===== src/rtl/yel_pkg.sv =====
package yel_pkg;
  // Decoded per-cycle strobes passed from control to datapath.
  typedef struct packed {
    logic runInc;  // qualified channel second bit = 1
    logic runClr;  // qualified channel second bit = 0
    logic sOne;    // qualified frame-12 S-bit = 1
    logic sZero;   // qualified frame-12 S-bit = 0
  } yelStrobe_t;
endpackage


===== src/rtl/yel_dp.sv =====
module yel_dp #(
  parameter int RUN_LEN = 256,
  parameter int S_RUN   = 2,
  localparam int RUN_W  = $clog2(RUN_LEN + 1),
  localparam int SRUN_W = $clog2(S_RUN + 1)
) (
  input  logic                clk,
  input  logic                rstN,
  input  yel_pkg::yelStrobe_t strb,
  output logic [RUN_W-1:0]    runCnt,
  output logic [SRUN_W-1:0]   oneCnt,
  output logic [SRUN_W-1:0]   zeroCnt
);
  localparam logic [RUN_W-1:0]  RUN_CAP = RUN_W'(RUN_LEN);
  localparam logic [SRUN_W-1:0] S_CAP   = SRUN_W'(S_RUN);

  // Saturating run of consecutive set second bits.
  always_ff @(posedge clk or negedge rstN) begin
    if (!rstN)                              runCnt <= '0;
    else if (strb.runClr)                   runCnt <= '0;
    else if (strb.runInc && runCnt != RUN_CAP) runCnt <= runCnt + 1'b1;
  end

  // Consecutive frame-12 S-bit ones and zeros, each saturating.
  always_ff @(posedge clk or negedge rstN) begin
    if (!rstN) begin
      oneCnt  <= '0;
      zeroCnt <= '0;
    end else if (strb.sOne) begin
      zeroCnt <= '0;
      if (oneCnt != S_CAP) oneCnt <= oneCnt + 1'b1;
    end else if (strb.sZero) begin
      oneCnt <= '0;
      if (zeroCnt != S_CAP) zeroCnt <= zeroCnt + 1'b1;
    end
  end

  AST_RUN_CAP:    assert property (@(posedge clk) disable iff (!rstN) runCnt <= RUN_CAP);
  AST_BREAK_ZERO: assert property (@(posedge clk) disable iff (!rstN) strb.runClr |=> runCnt == '0);
  AST_SRUN_CAP:   assert property (@(posedge clk) disable iff (!rstN) (oneCnt <= S_CAP) && (zeroCnt <= S_CAP));
  AST_S_EXCL:     assert property (@(posedge clk) disable iff (!rstN) strb.sOne |=> zeroCnt == '0);
endmodule


===== src/rtl/yel_ctrl.sv =====
module yel_ctrl #(
  parameter int RUN_LEN       = 256,
  parameter int S_RUN         = 2,
  parameter int BITS_PER_CH   = 8,
  parameter int FRAMES_PER_SF = 12,
  parameter int BIT2_IDX      = 1,
  localparam int RUN_W  = $clog2(RUN_LEN + 1),
  localparam int SRUN_W = $clog2(S_RUN + 1),
  localparam int POS_W  = $clog2(BITS_PER_CH),
  localparam int FRM_W  = $clog2(FRAMES_PER_SF + 1)
) (
  input  logic                clk,
  input  logic                rstN,
  input  logic                syncValid,
  input  logic                modeSbit,
  input  logic                bitStrobe,
  input  logic [POS_W-1:0]    bitPos,
  input  logic                bitData,
  input  logic                sBitStrobe,
  input  logic [FRM_W-1:0]    frameNum,
  input  logic [RUN_W-1:0]    runCnt,
  input  logic [SRUN_W-1:0]   oneCnt,
  input  logic [SRUN_W-1:0]   zeroCnt,
  output yel_pkg::yelStrobe_t strb,
  output logic                alarm,
  output logic                alarmEvent
);
  localparam logic [RUN_W-1:0]  RUN_LAST = RUN_W'(RUN_LEN - 1);
  localparam logic [SRUN_W-1:0] S_LAST   = SRUN_W'(S_RUN - 1);
  localparam logic [POS_W-1:0]  WATCH_POS = POS_W'(BIT2_IDX);
  localparam logic [FRM_W-1:0]  WATCH_FRM = FRM_W'(FRAMES_PER_SF);

  logic chanHit;
  logic sHit;
  logic declare;
  logic release_;

  assign chanHit = syncValid && !modeSbit && bitStrobe && (bitPos == WATCH_POS);
  assign sHit    = syncValid && modeSbit && sBitStrobe && (frameNum == WATCH_FRM);

  always_comb begin
    strb.runInc = chanHit && bitData;
    strb.runClr = chanHit && !bitData;
    strb.sOne   = sHit && bitData;
    strb.sZero  = sHit && !bitData;
  end

  // Decide on the edge that completes a run, using the count before it.
  assign declare  = !alarm && ((strb.runInc && runCnt >= RUN_LAST) ||
                               (strb.sOne && oneCnt >= S_LAST));
  assign release_ = alarm && (strb.runClr || (strb.sZero && zeroCnt >= S_LAST));

  always_ff @(posedge clk or negedge rstN) begin
    if (!rstN) begin
      alarm      <= 1'b0;
      alarmEvent <= 1'b0;
    end else begin
      alarmEvent <= declare || release_;
      if (declare)       alarm <= 1'b1;
      else if (release_) alarm <= 1'b0;
    end
  end

  AST_DECLARE_RUN: assert property (@(posedge clk) disable iff (!rstN)
    ($rose(alarm) && !$past(modeSbit)) |-> runCnt == RUN_W'(RUN_LEN));
  AST_EVENT_MATCH: assert property (@(posedge clk) disable iff (!rstN)
    (alarm != $past(alarm)) |-> alarmEvent);
  AST_NOSYNC_HOLD: assert property (@(posedge clk) disable iff (!rstN)
    !syncValid |=> $stable(alarm));
  AST_SMODE_DECL:  assert property (@(posedge clk) disable iff (!rstN)
    ($rose(alarm) && $past(modeSbit)) |-> oneCnt == SRUN_W'(S_RUN));
endmodule


===== src/rtl/yel_alarm_det.sv =====
module yel_alarm_det #(
  parameter int RUN_LEN       = 256,
  parameter int S_RUN         = 2,
  parameter int BITS_PER_CH   = 8,
  parameter int FRAMES_PER_SF = 12,
  parameter int BIT2_IDX      = 1,
  localparam int RUN_W  = $clog2(RUN_LEN + 1),
  localparam int SRUN_W = $clog2(S_RUN + 1),
  localparam int POS_W  = $clog2(BITS_PER_CH),
  localparam int FRM_W  = $clog2(FRAMES_PER_SF + 1)
) (
  input  logic             clk,
  input  logic             rstN,
  input  logic             syncValid,
  input  logic             modeSbit,
  input  logic             bitStrobe,
  input  logic [POS_W-1:0] bitPos,
  input  logic             bitData,
  input  logic             sBitStrobe,
  input  logic [FRM_W-1:0] frameNum,
  output logic             alarm,
  output logic             alarmEvent
);
  yel_pkg::yelStrobe_t strb;
  logic [RUN_W-1:0]  runCnt;
  logic [SRUN_W-1:0] oneCnt;
  logic [SRUN_W-1:0] zeroCnt;

  yel_ctrl #(
    .RUN_LEN(RUN_LEN), .S_RUN(S_RUN), .BITS_PER_CH(BITS_PER_CH),
    .FRAMES_PER_SF(FRAMES_PER_SF), .BIT2_IDX(BIT2_IDX)
  ) u_ctrl (
    .clk(clk), .rstN(rstN), .syncValid(syncValid), .modeSbit(modeSbit),
    .bitStrobe(bitStrobe), .bitPos(bitPos), .bitData(bitData),
    .sBitStrobe(sBitStrobe), .frameNum(frameNum),
    .runCnt(runCnt), .oneCnt(oneCnt), .zeroCnt(zeroCnt),
    .strb(strb), .alarm(alarm), .alarmEvent(alarmEvent)
  );

  yel_dp #(.RUN_LEN(RUN_LEN), .S_RUN(S_RUN)) u_dp (
    .clk(clk), .rstN(rstN), .strb(strb),
    .runCnt(runCnt), .oneCnt(oneCnt), .zeroCnt(zeroCnt)
  );
endmodule


===== config.mk =====
export PLATFORM = sky130hd
export DESIGN_NAME = yel_alarm_det
export DESIGN_NICKNAME = d
export VERILOG_FILES = /design/src/rtl/yel_pkg.sv /design/src/rtl/yel_dp.sv /design/src/rtl/yel_ctrl.sv /design/src/rtl/yel_alarm_det.sv
export SDC_FILE = /design/constraint.sdc
export NUM_CORES = 1
export LEC_CHECK = 0
export ABC_AREA = 0
export BUFFER_PORTS_ARGS = -buffer_cell sky130_fd_sc_hd__buf_4
export CAP_MARGIN = 20
export CORE_MARGIN = 5
export CORE_UTILIZATION = 54
export CTS_CLUSTER_DIAMETER = 50
export CTS_CLUSTER_SIZE = 40
export DETAILED_ROUTE_END_ITERATION = 8
export PLACE_DENSITY = 0.84
export SYNTH_ARGS = -nofsm -noshare
export SYNTH_HDL_FRONTEND = slang
export SYNTH_SLANG_ARGS = --single-unit

===== constraint.sdc =====
create_clock -name clk -period 1.9 [get_ports clk]
set_input_delay 0.285 -clock clk [delete_from_list [all_inputs] [get_ports clk]]
set_output_delay 0.285 -clock clk [all_outputs]
set_load 0.01 [all_outputs]

Yosys cells after proc, flatten, opt, wreduce, memory -nomap -nowiden
Index checks and enable logic that the tools add are counted.
Word-level totals
  register bits: 15
  bits of input ports: 14
  output and inout port bits: 2
  word-level logic and storage cells: 55
Cells by class
  add/sub/neg operators: 3
  magnitude comparators: 3
  eq/ne operators: 6
  multiplexer cells: 10
  reduce and logical (&&, ||, !) cells: 28
Operators with widths (number)
  2-to-1 mux 9 bit: 2
  logical AND 1 bit: 16
  2-to-1 mux 2 bit: 6
  adder 9 x 1 -> 9 bit, second input constant: 1
  >= comparator 9 x 8 -> 1 bit, second input constant: 1
  inequality test 9 bit, second input constant: 1
  nonzero test 2 bit: 4
  adder 2 x 1 -> 2 bit, second input constant: 2
  equality test 4 bit, second input constant: 1
  >= comparator 2 x 1 -> 1 bit, second input constant: 2
  inequality test 2 bit, second input constant: 2
  AND reduction 2 bit: 2
  equality test 3 x 1 -> 1 bit, second input constant: 1
  zero test 1 bit: 3
  logical OR 1 bit: 3
  2-to-1 mux 1 bit: 2
  inequality test 2 x 1 -> 1 bit, second input constant: 1

Logic depth before layout (Yosys ltp)
  word-level depth: 9
  mapped depth: 8
  gate-level depth less buffers: 8

Cells and area by module
Synthesis repeated with hierarchy kept, for this count alone.
Second synthesis, totals
  cells, all modules: 95
  area total of the unflattened synthesis: 895.9 sq um
By module, submodules not included
  yel_dp: times used 1, cells an instance 73, area each 705.7 sq um, sequential area each 325.3 sq um
  yel_ctrl: times used 1, cells an instance 22, area each 190.2 sq um, sequential area each 50.0 sq um

Worst setup path before layout
No wires, ideal clock.
  kind: register to register
  from: reg u_dp.runCnt[0]
  to: reg u_ctrl.alarmEvent
  library setup time: 0.134 ns
  arrival: 1.433 ns
  data required time: 1.766 ns
  setup slack: 0.333 ns
  stages on the path, launching flop included: 9
  buffers on the path: 0
  clock period less this slack: 1.567 ns
  cell sequence: dfrtp_1 -> ha_1 -> nand4_1 -> nor2_1 -> ha_1 -> nor2_1 -> o21ai_0 -> a221oi_2 -> a31oi_1
On the way
  longest elaborated chain between the ends: 5
RTL lines
  start: declaration: RTL line yel_dp.sv:10  | output logic [RUN_W-1:0] runCnt,
  start signal: assignment: RTL line yel_dp.sv:21  | else if (strb.runInc && runCnt != RUN_CAP) runCnt <= runCnt + 1'b1;
  >= comparator 9 x 8 -> 1 bit: RTL line yel_ctrl.sv:49  | assign declare = !alarm && ((strb.runInc && runCnt >= RUN_LAST) ||
  logical AND 1 bit: RTL line yel_ctrl.sv:49
  logical OR 1 bit: RTL line yel_ctrl.sv:49
  logical AND 1 bit: RTL line yel_ctrl.sv:49
  logical OR 1 bit: RTL line yel_ctrl.sv:58  | alarmEvent <= declare || release_;
  end signal: assignment: RTL line yel_ctrl.sv:58
  end: declaration: RTL line yel_ctrl.sv:26  | output logic alarmEvent
Every way passes these cells.
A chain may end at the register's enable or synchronous reset.

Final worst setup path
Ends and elaborated chain as after synthesis.

==> impl_metrics.csv <==
group,metric,value,unit
run_status,status,"complete, no violations",
timing,tightest_slew,0.351,ns
clock_tree,cts.sinks,15,
detailed_routing,dr.pass1.iters,4,
global_route,track_usage,18.4,%
place,dpl-instance-area,1130,um^2
timing,rsz0062_at_grt,"false",
cells_and_area,fin_util,67.0,%
clock_tree,clkLatencyLatePin,0.28,ns
die,dieHeight,53.1,um
cells_and_area,nFillCells,140,
clock_tree,post-cts-setup-buffers,0,
worst_setup_path,endpoint_kind,"flip-flop",
synthesis,yosys.area.top_type_share,37.5,%
worst_setup_path,required,2.07,ns
power,p_seq_share,49.1,%
clock_tree,root_buffer,"clkbuf_4",
worst_setup_path,max_stage_delay,0.46,ns
worst_hold_path,worstHoldPathCells,2,
worst_setup_path,cpMostUsedCell,"nor2_1",
worst_setup_path,rr_startpoint,"u_dp.runCnt[0]",
cells_and_area,layout_commonest_cell,"buf_4",
die,core-area,1750,um^2
timing,fin_worst_skew,0.000897,ns
cells_and_area,area_growth,16.6,%
power,power_frac_comb,29.1,%
place,place_inst,145,
cells_and_area,finalNonFillerCells,150,
timing,drv_slew,0,
detailed_routing,drtIter0Drc,17,
worst_setup_path,rr_endpoint,"u_ctrl.alarmEvent",
power,powerDensity,733,nW/um^2
worst_setup_path,rrSetupSlack,0.18,ns
global_route,use_met3,4.23,%
die,die_x,53.1,um
detailed_routing,drc,0,
timing,hold_viol,0,
global_route,use_met1,23.1,%
cells_and_area,design_area,1170,um^2
power,ir_worst_vdd,0.674,mV
worst_hold_path,min_from,"bitData",
cells_and_area,layout_common_cells,"buf_4 (15), dfrtp_1 (14), inv_1 (9), nand3_1 (8), nand2_1 (7)",
detailed_routing,wl,2.15,mm
global_route,grt_max_degree,16,
worst_setup_path,critPathLaunchType,"flip-flop",
global_route,grt_pass1_wl,3.78,mm
worst_setup_path,worst-setup-path-type,"reg2reg",
place,portBuffers,15,
timing,tns,0,ns
run,cap_violations,0,
global_route,busiest_layer,"met2",
worst_setup_path,crit_fanout,7,
worst_setup_path,cp.arrival,1.88,ns
power,pwr-share-clk,21.8,%
power,leakage,0.559,nW
detailed_routing,num_vias,894,
timing,max_freq,0.582,GHz
global_route,antenna_found_initial,0,
synthesis,yosysSeqAreaShare,37.5,%
die,start_util,57.4,%
timing,slew_headroom,76.3,%
synthesis,yosysUniqueCellTypes,35,
timing,period_needed,1.72,ns
clock_tree,path_clk_slew,0.09,ns
global_route,grtUsageMet2,30.0,%
detailed_routing,wl_per_cell,14.3,um
worst_hold_path,hold_class,"in2reg",
synthesis,yosysWarnings,0,
synthesis,syn_avg_cell_area,9.19,um^2
timing,layout_setup_ws,0.181,ns
synthesis,yosys-top-cells-area,"dfrtp_1 (37%), ha_1 (8.7%), nand3_1 (4.0%)",
cells_and_area,num_antenna_cells,0,
clock_tree,clk_path_buf_depth,2,
timing,setup_viol,0,
power,total_power,0.857,mW
synthesis,synthFlopType,"dfrtp_1",
cells_and_area,drive_gt1_share,22.4,%
detailed_routing,ant_nets,0,
cells_and_area,final_net_count,147,
detailed_routing,viasPerCell,5.96,
place,gp_congestion,0.819,
power,p_int,0.581,mW
clock_tree,cts-htree-levels,1,
power,sw_frac_of_total,32.2,%
global_route,grt-ovfl-total,0,
synthesis,yosysTopAreaCell,"dfrtp_1",
worst_setup_path,path_cells,"ha_2 > nand4_1 > nor2_1 > ha_1 > nor2_1 > o21ai_0 > a221oi_2 > a31oi_1",
die,num_rows,15,
die,io_pins,16,
worst_setup_path,slowest_stage,"dfrtp_2",
synthesis,yosys_register_bits,15,
worst_setup_path,reg2reg_depth,8,
synthesis,synth_enable_flop_cells,0,
clock_tree,cts_buffers,3,
synthesis,async_flop_share,100,%
synthesis,netlist_instances,109,
synthesis,syn_nets,130,
synthesis,netlist_area,1000,um^2
clock_tree,cts_tree,"built",
power,p_switching,0.276,mW
die,dieArea,2820,um^2
place,place_ws,0.207,ns
timing,holdWs,0.254,ns
global_route,grt_pass1_vias,887,
timing,min_period_over_period,90.4,%
worst_hold_path,hold-path-endpoint,"u_dp.zeroCnt[0]",
place,dp_hpwl,1.63,mm
-- power groups by stage --
| stage | combinational, mW | clock (mW) | sequential (mW) |
|---|---|---|---|
| detailed placement | 0.248 | 0 | 0.425 |
| finish | 0.249 | 0.187 | 0.421 |
| CTS | 0.251 | 0.190 | 0.419 |
| global route | 0.287 | 0.207 | 0.430 |
| global placement | 0.232 | 0 | 0.421 |
| floorplan | 0.188 | 0 | 0.411 |
-- cell usage after synthesis, types with 3 or more instances --
cell type  instances
nand4_1            5
o21ai_0            5
dfrtp_1           15
ha_1               7
inv_1              9
nor2_1             4
o22ai_1            3
a21o_1             4
buf_2              3
nor2b_1            3
nand2_1            7
a22oi_1            3
nand3_1            8
-- state kept, by name (all words and copies together), names as in the netlist --
name / cells
u_ctrl.alarm: 1
u_dp.oneCnt: 2
u_ctrl.alarmEvent: 1
u_dp.zeroCnt: 2
u_dp.runCnt: 9
-- worst max path at each step --
| stage | start | to |
|---|---|---|
| 5_1_grt | u_dp.runCnt[0] | u_ctrl.alarmEvent |
| 3_3_place_gp | u_dp.runCnt[0] | u_ctrl.alarmEvent |
| 4_1_cts | u_dp.runCnt[0] | u_ctrl.alarm |
| 3_5_place_dp | u_dp.runCnt[0] | u_ctrl.alarm |
| 6_report | u_dp.runCnt[0] | u_ctrl.alarmEvent |
| 2_1_floorplan | u_dp.runCnt[0] | u_ctrl.alarmEvent |
-- critical path, delay by kind of cell (launching register included) --
family / cells / cell delay, ns
and+or+nand+nor: 3 / 0.22
adders and majority gates: 2 / 0.40
DFF: 1 / 0.46
AOI/OAI and AO/OA: 3 / 0.52
-- timing repair --
action / in CTS / in global routing
endpoints found under the setup margin: 0 / 1
hold buffers: 1 / 0
resized for setup: 0 / 2
hold endpoints to repair: 15 / 0
-- area by class of cell --
cell class | count | area (um^2) | share of cell area [%]
clock buffers | 3 | 22.5 | 1.93
clock inverters | 1 | 5.00 | 0.428
inverters | 9 | 33.8 | 2.89
well taps | 25 | 31.3 | 2.68
multi-input cells | 81 | 577 | 49.4
repair buffers | 16 | 123 | 10.5
flip-flops and latches | 15 | 377 | 32.2
-- layer usage --
metal,wire (um),vias up
met3,99,10
met1,997,424
met5,0,-
li1,-,433
met2,992,27
met4,57,0
-- logic make-up after synthesis --
logic type	Yosys count	synth area share [%]
AOI/OAI and AO/OA	26	19.4
DFF	15	37.5
buffers and inverters	13	5.24
muxes	2	2.00
and+or+nand+nor	46	27.2
adders and majority gates	7	8.74
Note: power is estimated with default switching activity, not from simulation.
